## src/rtl/imd_pkg.sv

```systemverilog
package imd_pkg;
  localparam int DATA_W = 32;

  typedef enum logic [1:0] {
    SRC_PLAIN = 2'b00,
    SRC_SIMM  = 2'b01,
    SRC_STORE = 2'b10,
    SRC_RSVD  = 2'b11
  } src_kind_e;
endpackage

```

## src/rtl/imd_slot_dec.sv

```systemverilog
module imd_slot_dec #(
  parameter int SLOT_W = 16,
  parameter int SIMM_W = 6,
  parameter int IDX_W  = 1
) (
  input  logic [SLOT_W-1:0]          slot_i,
  output logic                       is_simm_o,
  output logic                       is_store_o,
  output logic [imd_pkg::DATA_W-1:0] simm_o,
  output logic [IDX_W-1:0]           idx_o
);
  imd_pkg::src_kind_e kind;
  logic               unused_slot_bits;

  assign kind       = imd_pkg::src_kind_e'(slot_i[SLOT_W-1 -: 2]);
  assign is_simm_o  = (kind == imd_pkg::SRC_SIMM);
  assign is_store_o = (kind == imd_pkg::SRC_STORE);
  assign simm_o     = {{(imd_pkg::DATA_W-SIMM_W){slot_i[SIMM_W-1]}}, slot_i[SIMM_W-1:0]};
  assign idx_o      = slot_i[IDX_W-1:0];
  assign unused_slot_bits = ^slot_i;
endmodule

```

## src/rtl/imd_limm_pack.sv

```systemverilog
module imd_limm_pack #(
  parameter int NUM_BUS    = 4,
  parameter int SLOT_W     = 16,
  parameter int LIMM_BUS0  = 2,
  parameter int LIMM_SLOTS = 2
) (
  input  logic [NUM_BUS*SLOT_W-1:0]  slots_i,
  output logic [imd_pkg::DATA_W-1:0] limm_o
);
  localparam int RAW_W = LIMM_SLOTS * SLOT_W;

  logic [RAW_W-1:0] raw;

  // Consumed slots are contiguous: the higher bus supplies the upper bits.
  assign raw    = slots_i[LIMM_BUS0*SLOT_W +: RAW_W];
  assign limm_o = raw[imd_pkg::DATA_W-1:0];
endmodule

```

## src/rtl/imd_imm_unit.sv

```systemverilog
module imd_imm_unit #(
  parameter int ENTRIES  = 2,
  parameter int IDX_W    = 1,
  parameter int RD_PORTS = 4
) (
  input  logic                                clk,
  input  logic                                rst,
  input  logic                                wr_en,
  input  logic [IDX_W-1:0]                    wr_idx,
  input  logic [imd_pkg::DATA_W-1:0]          wr_data,
  input  logic [RD_PORTS*IDX_W-1:0]           rd_idx,
  output logic [RD_PORTS*imd_pkg::DATA_W-1:0] rd_data
);
  localparam int DW = imd_pkg::DATA_W;

  logic [DW-1:0] mem [ENTRIES];

  always_ff @(posedge clk) begin
    if (rst) begin
      for (int e = 0; e < ENTRIES; e++) mem[e] <= '0;
    end else if (wr_en && (int'(wr_idx) < ENTRIES)) begin
      mem[wr_idx] <= wr_data;
    end
  end

  // Read ports see the value held before this edge's write.
  for (genvar p = 0; p < RD_PORTS; p++) begin : g_rd
    logic [IDX_W-1:0] idx;
    assign idx = rd_idx[p*IDX_W +: IDX_W];
    assign rd_data[p*DW +: DW] = (int'(idx) < ENTRIES) ? mem[idx] : '0;
  end
endmodule

```

## src/rtl/imd_top.sv

```systemverilog
module imd_top #(
  parameter int NUM_BUS    = 4,
  parameter int SLOT_W     = 16,
  parameter int SIMM_W     = 6,
  parameter int IU_ENTRIES = 2,
  parameter int LIMM_BUS0  = 2,
  localparam int IDX_W      = (IU_ENTRIES > 1) ? $clog2(IU_ENTRIES) : 1,
  localparam int LIMM_SLOTS = (imd_pkg::DATA_W + SLOT_W - 1) / SLOT_W,
  localparam int INSTR_W    = 1 + IDX_W + NUM_BUS * SLOT_W
) (
  input  logic                               clk,
  input  logic                               rst,
  input  logic                               instr_vld,
  input  logic [INSTR_W-1:0]                 instr,
  output logic [NUM_BUS*imd_pkg::DATA_W-1:0] bus_val,
  output logic [NUM_BUS-1:0]                 bus_imm_vld,
  output logic [NUM_BUS-1:0]                 bus_squash
);
  localparam int DW = imd_pkg::DATA_W;

  logic                      long_mode;
  logic [IDX_W-1:0]          wr_idx;
  logic [NUM_BUS*SLOT_W-1:0] slots;
  logic                      iu_we;
  logic [DW-1:0]             limm;
  logic [NUM_BUS*IDX_W-1:0]  rd_idx;
  logic [NUM_BUS*DW-1:0]     rd_data;
  logic [NUM_BUS-1:0]        is_simm, is_store, sq_d, vld_d;
  logic [DW-1:0]             simm_v [NUM_BUS];
  logic [DW-1:0]             val_d  [NUM_BUS];

  assign long_mode = instr[INSTR_W-1];
  assign wr_idx    = instr[INSTR_W-2 -: IDX_W];
  assign slots     = instr[NUM_BUS*SLOT_W-1:0];
  assign iu_we     = instr_vld & long_mode;

  imd_limm_pack #(
    .NUM_BUS(NUM_BUS), .SLOT_W(SLOT_W),
    .LIMM_BUS0(LIMM_BUS0), .LIMM_SLOTS(LIMM_SLOTS)
  ) i_pack (
    .slots_i(slots),
    .limm_o (limm)
  );

  imd_imm_unit #(
    .ENTRIES(IU_ENTRIES), .IDX_W(IDX_W), .RD_PORTS(NUM_BUS)
  ) i_store (
    .clk    (clk),
    .rst    (rst),
    .wr_en  (iu_we),
    .wr_idx (wr_idx),
    .wr_data(limm),
    .rd_idx (rd_idx),
    .rd_data(rd_data)
  );

  for (genvar b = 0; b < NUM_BUS; b++) begin : g_bus
    localparam bit IN_LIMM = (b >= LIMM_BUS0) && (b < LIMM_BUS0 + LIMM_SLOTS);

    logic sel_simm, sel_store;

    imd_slot_dec #(
      .SLOT_W(SLOT_W), .SIMM_W(SIMM_W), .IDX_W(IDX_W)
    ) i_dec (
      .slot_i    (slots[b*SLOT_W +: SLOT_W]),
      .is_simm_o (is_simm[b]),
      .is_store_o(is_store[b]),
      .simm_o    (simm_v[b]),
      .idx_o     (rd_idx[b*IDX_W +: IDX_W])
    );

    assign sq_d[b]   = iu_we & IN_LIMM;
    assign sel_simm  = instr_vld & ~sq_d[b] & is_simm[b];
    assign sel_store = instr_vld & ~sq_d[b] & is_store[b];
    assign vld_d[b]  = sel_simm | sel_store;
    assign val_d[b]  = sel_simm  ? simm_v[b] :
                       sel_store ? rd_data[b*DW +: DW] : '0;
  end

  always_ff @(posedge clk) begin
    if (rst) begin
      bus_val     <= '0;
      bus_imm_vld <= '0;
      bus_squash  <= '0;
    end else begin
      for (int b = 0; b < NUM_BUS; b++) bus_val[b*DW +: DW] <= val_d[b];
      bus_imm_vld <= vld_d;
      bus_squash  <= sq_d;
    end
  end
endmodule

```

## config.mk

```make
export PLATFORM = sky130hd
export DESIGN_NAME = imd_top
export DESIGN_NICKNAME = d
export VERILOG_FILES = /design/src/rtl/imd_pkg.sv /design/src/rtl/imd_slot_dec.sv /design/src/rtl/imd_limm_pack.sv /design/src/rtl/imd_imm_unit.sv /design/src/rtl/imd_top.sv
export SDC_FILE = /design/constraint.sdc
export NUM_CORES = 1
export LEC_CHECK = 0
export BUFFER_PORTS_ARGS = -buffer_cell sky130_fd_sc_hd__buf_2
export CORE_AREA = 2 2 132 134
export CTS_BUF_LIST = sky130_fd_sc_hd__clkbuf_8
export CTS_CLUSTER_SIZE = 28
export DETAILED_ROUTE_END_ITERATION = 8
export DIE_AREA = 0 0 134 136
export PLACE_DENSITY = 0.76
export SLEW_MARGIN = 25
export SYNTH_ARGS = -nofsm -noshare
export SYNTH_HDL_FRONTEND = slang
export SYNTH_SLANG_ARGS = --single-unit
```

## constraint.sdc

```tcl
create_clock -name clk -period 3.5 [get_ports clk]
set_input_delay 0.175 -clock clk [delete_from_list [all_inputs] [get_ports clk]]
set_output_delay 0.175 -clock clk [all_outputs]
set_load 0.005 [all_outputs]
```

# Yosys cells after proc, flatten, opt, wreduce, memory -nomap -nowiden

Memory sizes are Yosys's and may differ from the RTL's.
Cells that the tools add are included.

Equality and inequality tests: 8
Multiplexer cells: 16
Bitwise operators: 15
Reductions and logical operators: 1

Operator list:

| kind                                                             | number |
|---|---|
| 32-bit two-way mux                                               | 9 |
| 32-bit OR reduction                                              | 1 |
| 1-bit AND                                                        | 10 |
| 2-bit by 1-bit == test with 1-bit output (second input constant) | 4 |
| 2-bit == test (second input constant)                            | 4 |
| 1-bit two-way mux                                                | 7 |
| 1-bit OR                                                         | 4 |
| 1-bit NOT                                                        | 1 |

Bits in registers: 135
Memory bits (writable): 64
Bits of input ports: 69
Output and inout port bits: 136
Logic and storage cells: 45
Memories: 1

Memory list:

| name        | words | bits a word | rd ports | clocked after memory_dff | wr ports | line               | RTL |
|---|---|---|---|---|---|---|---|
| i_store.mem | 2     | 32          | 4        | 0                        | 2        | imd_imm_unit.sv:16 | `logic [DW-1:0] mem [ENTRIES];` |

# Logic depth before layout (Yosys ltp)

Depth after elaboration: 6
Gate-level depth with buffers: 5
Mapped depth without buffers: 3

# Modules after synthesis

Synthesis repeated with hierarchy kept, for this count alone.

Cells, all modules: 913
Area total of the unflattened synthesis: 10034.6 um^2

By module, submodules not included:

| module        | times used | cells an instance | area an instance (um^2) | sequential area each (um^2) |
|---|---|---|---|---|
| imd_top       | 1          | 455               | 4763.3                  | 2662.6 |
| imd_imm_unit  | 1          | 286               | 3980.1                  | 1921.8 |
| imd_slot_dec  | 4          | 35                | 262.8                   | 0.0 |
| imd_limm_pack | 1          | 32                | 240.2                   | 0.0 |

# Worst setup path after synthesis

OpenSTA, ideal clock, no wires.

Kind: in2reg
Start: input port instr[65]
End: memory i_store.mem[1][0] (netlist name) (enable)
Setup time: 0.375 ns
Arrival: 1.081 ns
Required time: 3.125 ns
Setup slack: 2.044 ns
Stages: 3
Buffers on the path: 0
Path through: nand2_2 nor3b_4 or2_2

RTL lines:

| what            | line               | RTL |
|---|---|---|
| start, declared | imd_top.sv:14      | `input logic [INSTR_W-1:0] instr,` |
| end, declared   | imd_imm_unit.sv:16 |  |

==> summary.md <==
| Metric | Value |
|---|---|
| DRT iter0 DRCs | 421 |
| HP Class | input port to flop |
| Least-Margin Pin Slew | between 900 and 1000 ps |
| Status | finished clean |
| Crit path capture | i_store.mem[1][31] |
| Critical path type | input port to flop |
| Post-CTS setup buffer count | 0 |
| CTS clk-pin slew, worst paths | 100 ps |
| CP Max Fanout | 33 |
| Die W | 134 µm |
| Worst-case clock skew | 13.44 ps |
| Startpoint Class | input port |
| CTS root buf | clkbuf_8 |
| Vias per std cell | 5.210 |
| # DRC | 0 |
| Worst path max stage delay | 770 ps |
| Clock sinks | 197 |
| Congestion Overflow GR | 0 |
| Post-route insts no fill | 1157 |
| Max-slew violations | 0 |
| Final Hold Viols | 0 |
| Critical Path Sink Type | flop |
| Mapped Cells | 744 |
| Largest net degree at the start of global routing | 50 |
| Die H | 136 µm |
| R2r startpoint | i_store.mem[1][1] |
| Fin crit period | 1744 ps |
| Slowest CP cell | or2_2 |
| Placed cells | 1092 |
| Final Util | around three fifths |
| Area growth from synthesis to layout | 18.34% |
| Antenna fix cells | 0 |
| Max clock buf depth | 2 |
| Worst reg2reg path depth | 3 |
| PwrDens | 443.0 mW/mm² |
| Setup TNS | 0 ps |
| Max Freq | 573.3 MHz |
| Layout cells sized above 1 | 42.81% |
| Drt pass-1 iters | 5 |
| Post-Route WL | 21490 µm |
| DRT antenna net count | 0 |
| Max-cap viol count | 0 |
| Slack of the worst reg-to-reg path | ~2400 ps |
| H-tree level count | 4 |
| CP cell instances | buf_2 -> nand2_2 -> nor3b_4 -> buf_4 -> or2_2 |
| Overall routing resource usage | 23.46% |
| Yosys cell types | 25 |
| Pleak | 4.069 nW |
| Starting Density | 49.73% |
| Synthesized cell area | 0.008393 mm² |
| Crit path DAT | 1850 ps |
| IO Pins | between 200 and 250 |
| Antenna violations before repair | 0 |
| R2r endpoint | bus_val[97] |
| Vias in the first global route | 5834 |
| Mean Syn Cell Area | roughly 11 µm² |
| Port-buffer cells | roughly 190 |
| TritonCTS Buffers | 17 |
| Ys Warns | 0 |
| Yosys reg bits | 197 |
| Worst setup startpoint | instr_vld |
| DIE AREA | 0.01822 mm² |
| RSZ-0062 raised after global routing | no |
| Crit share post-route | 49.84% |
| Max-Slew Margin vs Limit | 34.97% |
| Worst-skew pair later-pin latency | around 480 ps |
| DP Area | 0.009224 mm² |
| DR WL/cell | 18.57 µm |
| Design area | 0.009932 mm² |
| Core Box Area | 0.01688 mm² |
| Final Power | 0.004400 W |
| Routability Congestion | 0.7436 |
| Post-synthesis sequential area ratio | between 50% and 60% |
| Via count | around 6000 |
| CTS tree | yes |
| First-pass GRT wire length | between 30000 and 40000 µm |
| Setup violators final | 0 |
| Post-DP HPWL | 12490 µm |
| Nets@finish | 988 |
| WP data required | 3610 ps |
| Peak supply drop | 0.2197 mV |
| Row count | 48 |
## cell families after synthesis
logic type / after synthesis / share of synthesized area [%]
AND/OR/NAND/NOR: 226 / 13.69
flip-flops: 197 / 54.62
AO/OA/AOI/OAI: 128 / 9.958
multiplexers: 124 / 16.64
buffers and inverters: 68 / 5.054
other: 1 / 0.04468
## worst max-delay path, delay by kind of cell
kind / cells / cell delay [ps]
and+or+nand+nor: 3 / 1090
buffers and inverters: 2 / 550
## layer usage
metal	wire (µm)	part of all wire, %	GRT usage (%)
met5	0	0	0
met4	427	2.0	9.693
met1	9365	44	30.07
met3	1207	5.6	4.362
met2	10490	49	39.20
## cell usage after synthesis (all sizes together)
cell type	count	area, µm²
nor2	25	93.84
conb	1	3.750
a31oi	4	25.02
nand3	4	20.02
and4bb	4	50.05
nand3b	4	30.03
nor3	1	16.27
and2	64	400.4
mux2	124	1396
dfxtp	133	2663
edfxtp	64	1922
a22oi	16	120.1
clkbuf	10	37.54
and3b	4	35.03
nor3b	1	18.77
a21oi	108	690.7
nand2	117	471.7
buf	58	386.6
or2	2	12.51
## repair_timing
item	CTS	global route
hold endpoints to repair	63	0
resized for setup	0	0
hold buffers	33	0
## where the power goes
group | switching [W] | leakage [nW] | total (W) | internal (W)
clock network | 0.000886 | 0.183 | 0.00141 | 0.000524
registers | 0.0000569 | 1.70 | 0.00251 | 0.00246
logic | 0.000244 | 2.19 | 0.000478 | 0.000233
## flip-flops by register name, indices dropped and copies added (netlist names)
| register | cells |
|---|---|
| i_store.mem | 64 |
| bus_val | 128 |
| bus_imm_vld | 4 |
| bus_squash | 1 |
## cell type report
| cell class | instances | area [µm²] |
|---|---|---|
| clock buffers | 17 | 234.0 |
| flip-flops and latches | 197 | 4584 |
| repair buffers | 223 | 1297 |
| well taps | 225 | 281.5 |
| multi-input cells | 480 | 3391 |
| clock inverters | 15 | 143.9 |
| fillers | 1405 | 6944 |
## per-stage QoR
| stage | hold slack (ps) | worst slack (ps) |
|---|---|---|
| after floorplan | 335.4 | 2044 |
| final | 21.30 | 1756 |
| after global placement | 425.4 | 1271 |
| after CTS | 1.035 | 1736 |
| after global routing | 13.31 | 1599 |
| after detailed placement | 437.1 | 1216 |
## how the worst min path moves through the flow
stage               from                  to  slack [ps]  cells past startpoint
3_5_place_dp   instr[18]         bus_val[34]         440                      3
6_report       instr[47]  i_store.mem[0][15]          20                      2
4_1_cts        instr[46]  i_store.mem[0][14]           1                      2
5_1_grt        instr[47]  i_store.mem[1][15]          10                      2
2_1_floorplan   instr[1]          bus_val[1]         340                      2
3_3_place_gp    instr[2]          bus_val[2]         430                      3
## cell usage in the layout, fill, tap and decap left out
master         count
and4bb_1           2
a21oi_1           68
clkinv_8           2
conb_1             2
clkbuf_8          17
nand2_1          112
a31oi_1            4
nor3_4             1
dlygate4sd3_1     33
a22oi_1           16
buf_4              4
and4bb_2           2
nand3b_1           4
nor3b_4            1
clkinvlp_4         3
or2_2              2
and3b_2            2
and2_1            64
inv_8              2
nand2_2            1
and3b_1            2
buf_6              1
nand3_1            4
clkinv_2           1
clkinv_4           2
mux2_2           124
dfxtp_1          133
nor2_1            25
inv_6              5
edfxtp_1          64
a21oi_2           40
buf_2            185
nand2_4            4
Note: power is estimated with default switching activity, not from simulation.
